===== config.mk =====
export PLATFORM = sky130hd
export DESIGN_NAME = regex_equiv_observer
export DESIGN_NICKNAME = d
export VERILOG_FILES = /design/src/rtl/regex_equiv_pkg.sv /design/src/rtl/regex_pos_matcher.sv /design/src/rtl/regex_agree.sv /design/src/rtl/regex_equiv_observer.sv
export SDC_FILE = /design/constraint.sdc
export NUM_CORES = 1
export LEC_CHECK = 0
export BUFFER_PORTS_ARGS = -buffer_cell sky130_fd_sc_hd__buf_2
export CAP_MARGIN = 10
export CORE_AREA = 4 4 41 43
export CTS_BUF_LIST = sky130_fd_sc_hd__clkbuf_16
export DETAILED_ROUTE_END_ITERATION = 16
export DIE_AREA = 0 0 45 47
export PLACE_DENSITY = 0.37
export SKIP_CTS_REPAIR_TIMING = 1
export SLEW_MARGIN = 20
export SYNTH_ARGS = -nofsm -noshare
export SYNTH_HDL_FRONTEND = slang
export SYNTH_SLANG_ARGS = --single-unit

===== constraint.sdc =====
create_clock -name clk_i -period 3.49 [get_ports clk_i]
set_input_delay 0.1745 -clock clk_i [delete_from_list [all_inputs] [get_ports clk_i]]
set_output_delay 0.1745 -clock clk_i [all_outputs]
set_load 0.01 [all_outputs]

===== src/rtl/regex_equiv_pkg.sv =====
package regex_equiv_pkg;
  localparam int unsigned NSYM = 2;  // bit 0 = a, bit 1 = b
  localparam int unsigned SELW = 1;

  // tables: SYM bit per position (0=a,1=b), FIRST/LAST masks,
  // FOLLOW bit i*NPOS+j set when position j may follow position i

  // (ab+a)*a : positions a b a a
  localparam int unsigned  EQ_L_NPOS   = 4;
  localparam logic [3:0]   EQ_L_SYM    = 4'b0010;
  localparam logic [3:0]   EQ_L_FIRST  = 4'b1101;
  localparam logic [3:0]   EQ_L_LAST   = 4'b1000;
  localparam logic [15:0]  EQ_L_FOLLOW = 16'b0000_1101_1101_0010;

  // a(ba+a)* : positions a b a a
  localparam int unsigned  EQ_R_NPOS   = 4;
  localparam logic [3:0]   EQ_R_SYM    = 4'b0010;
  localparam logic [3:0]   EQ_R_FIRST  = 4'b0001;
  localparam logic [3:0]   EQ_R_LAST   = 4'b1101;
  localparam logic [15:0]  EQ_R_FOLLOW = 16'b1010_1010_0100_1010;

  // (ab)*a : positions a b a
  localparam int unsigned  NE_L_NPOS   = 3;
  localparam logic [2:0]   NE_L_SYM    = 3'b010;
  localparam logic [2:0]   NE_L_FIRST  = 3'b101;
  localparam logic [2:0]   NE_L_LAST   = 3'b100;
  localparam logic [8:0]   NE_L_FOLLOW = 9'b000_101_010;

  // a(ba)*b : positions a b a b
  localparam int unsigned  NE_R_NPOS   = 4;
  localparam logic [3:0]   NE_R_SYM    = 4'b1010;
  localparam logic [3:0]   NE_R_FIRST  = 4'b0001;
  localparam logic [3:0]   NE_R_LAST   = 4'b1000;
  localparam logic [15:0]  NE_R_FOLLOW = 16'b0000_1010_0100_1010;
endpackage


===== src/rtl/regex_pos_matcher.sv =====
module regex_pos_matcher #(
  parameter int unsigned NPOS = 4,
  parameter int unsigned NSYM = 2,
  parameter int unsigned SELW = 1,
  parameter logic [NPOS*SELW-1:0] SYM    = '0,
  parameter logic [NPOS-1:0]      FIRST  = '0,
  parameter logic [NPOS-1:0]      LAST   = '0,
  parameter logic [NPOS*NPOS-1:0] FOLLOW = '0
) (
  input  logic            clk_i,
  input  logic            rst_ni,
  input  logic            start_i,
  input  logic [NSYM-1:0] sym_i,
  output logic            match_o,
  output logic            prefix_o
);
  logic [NPOS-1:0] state_q, state_d;

  for (genvar j = 0; j < NPOS; j++) begin : g_pos
    logic reach;
    always_comb begin
      reach = start_i & FIRST[j];
      for (int i = 0; i < NPOS; i++) reach = reach | (state_q[i] & FOLLOW[i*NPOS+j]);
    end
    assign state_d[j] = reach & sym_i[SYM[j*SELW +: SELW]];
  end

  always_ff @(posedge clk_i or negedge rst_ni) begin
    if (!rst_ni) state_q <= '0;
    else         state_q <= state_d;
  end

  assign match_o  = |(state_q & LAST);
  assign prefix_o = |state_q;

  // no symbol present kills every attempt
  a_r4_no_symbol_kills: assert property (@(posedge clk_i) disable iff (!rst_ni)
    (sym_i == '0) |=> (state_q == '0));
  // an idle automaton stays idle without a start
  a_r5_idle_without_start: assert property (@(posedge clk_i) disable iff (!rst_ni)
    (!start_i && state_q == '0) |=> (state_q == '0));
endmodule


===== src/rtl/regex_agree.sv =====
module regex_agree (
  input  logic prefix_l_i,
  input  logic prefix_r_i,
  input  logic match_l_i,
  input  logic match_r_i,
  output logic ok_o
);
  logic prefix_eq, match_eq;
  assign prefix_eq = ~(prefix_l_i ^ prefix_r_i);
  assign match_eq  = ~(match_l_i ^ match_r_i);
  assign ok_o      = prefix_eq & match_eq;
endmodule


===== src/rtl/regex_equiv_observer.sv =====
module regex_equiv_observer #(
  parameter int unsigned PAIR = 0  // 0: equivalent pair, 1: non-equivalent pair
) (
  input  logic clk_i,
  input  logic rst_ni,
  input  logic start_i,
  input  logic sym_a_i,
  input  logic sym_b_i,
  output logic match_l_o,
  output logic prefix_l_o,
  output logic match_r_o,
  output logic prefix_r_o,
  output logic ok_o,
  output logic err_o
);
  import regex_equiv_pkg::*;

  logic [NSYM-1:0] sym;
  logic            err_q;
  assign sym = {sym_b_i, sym_a_i};

  if (PAIR == 0) begin : g_equiv
    regex_pos_matcher #(.NPOS(EQ_L_NPOS), .NSYM(NSYM), .SELW(SELW), .SYM(EQ_L_SYM),
      .FIRST(EQ_L_FIRST), .LAST(EQ_L_LAST), .FOLLOW(EQ_L_FOLLOW)) u_left (
      .clk_i, .rst_ni, .start_i, .sym_i(sym), .match_o(match_l_o), .prefix_o(prefix_l_o));
    regex_pos_matcher #(.NPOS(EQ_R_NPOS), .NSYM(NSYM), .SELW(SELW), .SYM(EQ_R_SYM),
      .FIRST(EQ_R_FIRST), .LAST(EQ_R_LAST), .FOLLOW(EQ_R_FOLLOW)) u_right (
      .clk_i, .rst_ni, .start_i, .sym_i(sym), .match_o(match_r_o), .prefix_o(prefix_r_o));

    // equivalent expressions never disagree
    a_r8_equiv_holds: assert property (@(posedge clk_i) disable iff (!rst_ni) ok_o);
  end else begin : g_nonequiv
    regex_pos_matcher #(.NPOS(NE_L_NPOS), .NSYM(NSYM), .SELW(SELW), .SYM(NE_L_SYM),
      .FIRST(NE_L_FIRST), .LAST(NE_L_LAST), .FOLLOW(NE_L_FOLLOW)) u_left (
      .clk_i, .rst_ni, .start_i, .sym_i(sym), .match_o(match_l_o), .prefix_o(prefix_l_o));
    regex_pos_matcher #(.NPOS(NE_R_NPOS), .NSYM(NSYM), .SELW(SELW), .SYM(NE_R_SYM),
      .FIRST(NE_R_FIRST), .LAST(NE_R_LAST), .FOLLOW(NE_R_FOLLOW)) u_right (
      .clk_i, .rst_ni, .start_i, .sym_i(sym), .match_o(match_r_o), .prefix_o(prefix_r_o));
  end

  regex_agree u_agree (
    .prefix_l_i(prefix_l_o), .prefix_r_i(prefix_r_o),
    .match_l_i(match_l_o),   .match_r_i(match_r_o), .ok_o(ok_o));

  always_ff @(posedge clk_i or negedge rst_ni) begin
    if (!rst_ni) err_q <= 1'b0;
    else if (!ok_o) err_q <= 1'b1;
  end
  assign err_o = err_q;

  a_r7_err_sets: assert property (@(posedge clk_i) disable iff (!rst_ni) !ok_o |=> err_o);
  a_r7_err_sticky: assert property (@(posedge clk_i) disable iff (!rst_ni) err_o |=> err_o);
endmodule


==> results.md, run 1 <==
* Status: finished clean
* Top area cells in the synthesized netlist: dfrtp_1 65%, and2_1 9.3%, xor2_1 3.3%
* Reg2reg start: g_equiv.u_left.state_q[0]
* DPL Wire Length at 438.8 µm
* Slew margin rel. at 87.88%
* Antenna cells at 0
* Placeable Area at 1301 µm²
* CP Capture Type: primary output
* Final min period at 1.656 ns
* Max frequency at slightly above 600 MHz
* Syn Std Cell Area at 269.0 µm²
* Final Skew at 0.001626 ns
* Commonest cells in the netlist: 7 x dfrtp_1, 4 x and2_1
* Post-synth EDFFs at 0
* Final Max Tran Viols at 0
* GRT Overall Usage at 6.921%
* R2R depth at 3
* Crit Reg-Reg Endpoint: err_o
* Ys flop type: dfrtp_1
* Root Driver: clkbuf_16
* Die area at 2115 µm²
* Total negative setup slack at 0 ns
* Synth cell types at 12
* Critical path's slowest cell: or4_1
* Syn_nets at 26
* Buffers on Ports at 10
* Critical Path RT at 3.32 ns
* ANT nets after route at 0
* Synth top area share at 65.12%
* Count leader, synth: dfrtp_1
* Synth Area per Inst at 12.81 µm²
* Total stage count of the critical path at 3
* Worst-Skew Late Latency at about 0.23 ns
* Hold WS at between 0.15 and 0.2 ns
* Initial antenna violation count at 0
* Pwr Density at 717.9 nW/µm²
* Worst slew pin tran at ~0.18 ns
* Reg clk slew, reported paths at ~0.04 ns
* Startpoint type of the worst setup path: register
* Largest net degree at the start of global routing at 8
* Setup CP Type: register to primary output
* Die Span Y at 47 µm
* CP Data Arrival Time at between 1 and 1.5 ns
* Grt ovf at 0
* Vias per cell at a little over 4
* RSZ-0062 raised after global routing: no
* Largest stage delay on the critical path at around 0.53 ns
* I/O pins at 11
* CTS tree: done
* Worst Hold Endpoint: g_equiv.u_right.state_q[1]
* Synth-to-layout area growth at 58.60%
* Final Hold Viols at 0
* Fin crit share at 47.44%
* P_leak at ~0.21 nW
* Synthesized instance count at 21
* H-tree level count at 1
* Dominant cell type by area after synthesis: dfrtp_1
* CP top delay family: simple AND/OR/NAND/NOR gates
* Hold wc startpoint: sym_b_i
* Vias in the first global route at 214
* Final net count at 42
* Starting Density at around a fifth
* Critical-path cell list: or4_1, o21ai_1, buf_2
* Utilization of the core after routing at around 33%
* Final setup fails at 0
* TritonCTS Buffers at 3
* Max-cap viol count at 0
* Number of synthesized register bits at 7
* Layout cell share with drive strength beyond 1 at a little over two fifths
* Row cnt at 13
* Min-Delay Path Class: input port to register
* CTS Buffer Depth at 2
* CP max FO at 5
* Initial drt markers at 0
* Final WL at 582 µm
* Routed len/inst at approximately 11 µm
* Seq/Total Area, Yosys at 65.12%
* DR vias at 210
* Final Total Pwr at 306.3 µW
* Gp weighted congestion at 0.7116
* Drt pass-1 iters at 1
* YS warnings at 0
* WP buf/inv at 1
* # DRC at 0
* Clock tree sinks at 7
* Async SR Flop Fraction at 100.0%
* Die width at 45 µm
* First-pass GRT wire length at 903 µm
* Peak VDD IR at about 280 µV
* R2R setup slack at 2.20 ns
* Worst hold path cell count at 2
==> registers in the layout (all words and copies together) (netlist names) <==
register                 flops
g_equiv.u_right.state_q      4
g_equiv.u_left.state_q       2
err_o                        1
==> per-stage QoR <==
stage	setup WS [ns]	std cells	area, µm²
after CTS	1.824	50	416.7
after global routing	1.753	51	426.7
final	1.834	51	426.7
after global placement	2.101	46	337.8
after detailed placement	2.069	46	337.8
after floorplan	2.107	21	269.0
==> metal layers <==
layer	part of all wire (%)	vias up	track usage [%]
li1	-	102	-
met1	41	92	7.425
met2	41	13	8.475
met3	14	3	4.981
met4	3.3	0	7.018
met5	0	-	0
==> power breakdown <==
| part | switching, mW | total [mW] | internal, mW |
|---|---|---|---|
| sequential | 0.00367 | 0.0901 | 0.0865 |
| combinational | 0.0138 | 0.0273 | 0.0135 |
| clock | 0.0402 | 0.189 | 0.149 |
==> placed cells by master (no fill, tap or decap) <==
| cell type | netlist | routed |
|---|---|---|
| buf_2 | 0 | 10 |
| dfrtp_1 | 7 | 7 |
| and2_1 | 4 | 4 |
| clkbuf_16 | 0 | 3 |
| or2_2 | 1 | 1 |
| or3_1 | 1 | 1 |
| or2_1 | 1 | 1 |
| xor2_1 | 1 | 1 |
| or4_1 | 1 | 1 |
| o31ai_1 | 1 | 1 |
| o21ai_1 | 1 | 1 |
| o21a_1 | 1 | 1 |
| nand2b_1 | 1 | 1 |
| and2_2 | 1 | 1 |
| inv_1 | 0 | 1 |
| dlygate4sd3_1 | 0 | 1 |
==> worst max path at each step <==
stage                                   start    end  slack, ns
finish              g_equiv.u_left.state_q[0]   ok_o       1.83
global route        g_equiv.u_left.state_q[0]   ok_o       1.75
CTS                 g_equiv.u_left.state_q[0]   ok_o       1.82
detailed placement  g_equiv.u_left.state_q[0]   ok_o       2.07
global placement    g_equiv.u_left.state_q[0]   ok_o       2.10
floorplan           g_equiv.u_left.state_q[0]  err_o       2.11
==> final cells by class <==
type / instances / area, µm²
timing repair buffer: 11 / 60.06
clock buffer: 3 / 75.07
tap: 15 / 18.77
fill: 134 / 874.6
sequential: 7 / 175.2
clock inverter: 1 / 3.754
multi-input combinational: 14 / 93.84
==> logic make-up after synthesis <==
kind of cell | count (synthesis) | synth area share [%]
compound gates | 3 | 7.442
flops | 7 | 65.12
simple gates | 10 | 24.19
xor+xnor | 1 | 3.256
No activity file was read; power rests on OpenSTA's default activity.
==> inputs of run 2 (changes only) <==
- PLACE_DENSITY: 0.37 -> 0.39
- clock period: 3.49 -> 1.5 ns (I/O delays scaled with it)
==> run 2 against run 1 <==
Against the previous run:
- sequential share of layout area decreased by 1.8 points
- die area is the same
- worst hold slack worse by 0.10 ns
- sequential power grew 130%
- largest cell class unchanged
- highest routed layer is now met3
==> results.md, run 2 (synthesis results as in run 1) <==
* Status: finished clean
* Placed Area at 345.3 µm² (+2.2%)
* Switching power total at 138.1 µW (+140%)
* Die width at 45 µm (unchanged)
* Startpoint type of the worst setup path: register
* Row cnt at 13 (unchanged)
* Pre-CTS WS at 0.2153 ns (-1.853 ns)
* Buffers on Ports at 10 (unchanged)
* Crit. Startpoint: g_equiv.u_right.state_q[0]
* Reg2reg start: g_equiv.u_right.state_q[0]
* Clk pwr share at 60.8% (-0.9 points)
* Final setup fails at 0 (unchanged)
* P_leak at 0.2199 nW (+3.5%)
* Min-Delay Path Class: input port to register
* Largest net degree at the start of global routing at 8 (unchanged)
* Final min period at 1.484 ns
* Initial drt markers at 0 (unchanged)
* DPL Wire Length at 452.4 µm (+3.1%)
* Placeable Area at 1301 µm² (unchanged)
* Met2 GRT Util at 9.040% (+0.56 points)
* Final Total Pwr at 725.5 µW (+140%)
* RSZ-0062 raised after global routing: yes
* Pwr Density at 1624 nW/µm² (+130%)
* CTS tree: done
* Layout cell share with drive strength beyond 1 at 51.35% (+9.7 points)
* Placed Cells at 47 (+2.2%)
* Finished Cell Area at 446.7 µm² (+4.7%)
* Layout Cells excl Fill at 52 (+2.0%)
* Gp weighted congestion at 0.6628 (-6.9%)
* Filler cells at 144 (+7.5%)
* Switch share at 19.04% (+0.21 points)
* Fin crit share at 98.92%
* Critical-path cell list: or4_4, o21ai_2, buf_2
* Critical Path RT at 1.42 ns (-1.90 ns)
* Root Driver: clkbuf_16
* Clock tree sinks at 7 (unchanged)
* First-pass GRT wire length at 993 µm (+10%)
* Hold wc startpoint: sym_b_i
* Drt pass-1 iters at 1 (unchanged)
* Max-cap viol count at 0 (unchanged)
* Setup CP Type: register to primary output
* GRT Overall Usage at 7.484% (+0.56 points)
* Largest register FFs at 4 (unchanged)
* R2R setup slack at 0.27 ns (-1.93 ns)
* Antenna cells at 0 (unchanged)
* Grt ovf at 0 (unchanged)
* Largest stage delay on the critical path at 0.51 ns (-0.02 ns)
* H-tree level count at 1 (unchanged)
* CP max FO at 3 (-2)
* Routed len/inst at 11.35 µm (-0.57%)
* Starting Density at 20.67% (unchanged)
* Final Max Tran Viols at 0 (unchanged)
* Power share of the sequential group at 28.8% (-0.6 points)
* Met1 GRT Util at 8.605% (+1.2 points)
* Final WL at 590 µm (+1.4%)
* CP Data Arrival Time at 1.41 ns (-0.07 ns)
* Slew margin rel. at 83.12% (-4.8 points)
* Worst slew pin tran at 0.2511 ns (+0.07082 ns)
* Die Span Y at 47 µm (unchanged)
* Vias per cell at 4.000 (-2.9%)
* Final Hold Viols at 0 (unchanged)
* Busiest grt layer: met2
* Comb pwr share at 10.4% (+1.5 points)
* # DRC at 0 (unchanged)
* Internal power at 587.3 µW (+140%)
* Synth-to-layout area growth at 66.05%
* TritonCTS Buffers at 3 (unchanged)
* Critical path's slowest cell: or4_4
* Met3 Use GR at 4.981% (unchanged)
* I/O pins at 11 (unchanged)
* Peak VDD IR at 583.9 µV (+110%)
* Largest Register: g_equiv.u_right.state_q
* Reg clk slew, reported paths at 0.04 ns (about the same)
* Most frequent cells in the layout: 10 x buf_2, 7 x dfrtp_1, 4 x and2_1
* Initial antenna violation count at 0 (unchanged)
* CP Capture Type: primary output
* Final Skew at 0.0006516 ns (-0.0009744 ns)
* Die area at 2115 µm² (unchanged)
* Commonest non-fill, non-tap cell in the layout: buf_2
* DR vias at 208 (-0.95%)
* CTS Buffer Depth at 2 (unchanged)
* ANT nets after route at 0 (unchanged)
* Final worst slack at 0.01623 ns (-1.818 ns)
* Vias in the first global route at 231 (+7.9%)
* Max frequency at 674.0 MHz
* Final net count at 43 (+2.4%)
* Worst-Skew Late Latency at 0.23 ns (about the same)
-- run 2: stage by stage --
step	setup TNS, ns	util, %	hold WS [ns]
5_1_grt	-0.03600	34.33	0.07925
6_report	0	34.33	0.06800
4_1_cts	-0.02872	32.60	-0.3200
3_3_place_gp	0	26.54	-0.08716
2_1_floorplan	0	-	-0.2206
3_5_place_dp	0	26.54	-0.08240
-- run 2: cell type report --
type | instances | area, µm² | area share (%)
clock inverters | 1 | 3.754 | 0.8403
flip-flops and latches | 7 | 175.2 | 39.22
clock buffers | 3 | 75.07 | 16.81
well taps | 15 | 18.77 | 4.202
multi-input cells | 14 | 106.4 | 23.81
repair buffers | 12 | 67.56 | 15.13
-- run 2: worst paths after layout --
check	to	depth (start not counted)
max	ok_o	3
min in group asynchronous	g_equiv.u_left.state_q[0]	2
min reg2reg	err_o	1
max reg2reg	err_o	3
max in group asynchronous	err_o	2
min	g_equiv.u_right.state_q[1]	2
-- run 2: worst max-delay path: cells and delay by family, from the launching register on --
| family | cells | cell delay [ns] |
|---|---|---|
| and+or+nand+nor | 1 | 0.51 |
| DFF | 1 | 0.38 |
| buffers and inverters | 1 | 0.15 |
| AOI/OAI and AO/OA | 1 | 0.14 |
-- run 2: power by group through the flow --
stage                     registers [mW]  clock network [mW]  logic (mW)
after floorplan                    0.211                   0      0.0327
after global placement             0.210                   0      0.0669
after detailed placement           0.211                   0      0.0672
after CTS                          0.208               0.448      0.0679
after global routing               0.211               0.460      0.0841
final                              0.209               0.441      0.0752
-- run 2: routing by layer --
metal  vias to the layer above  wire length (µm)
met4                         0                 0
met3                         0                64
met1                        92               293
li1                        104                 -
met5                         -                 0
met2                        12               233
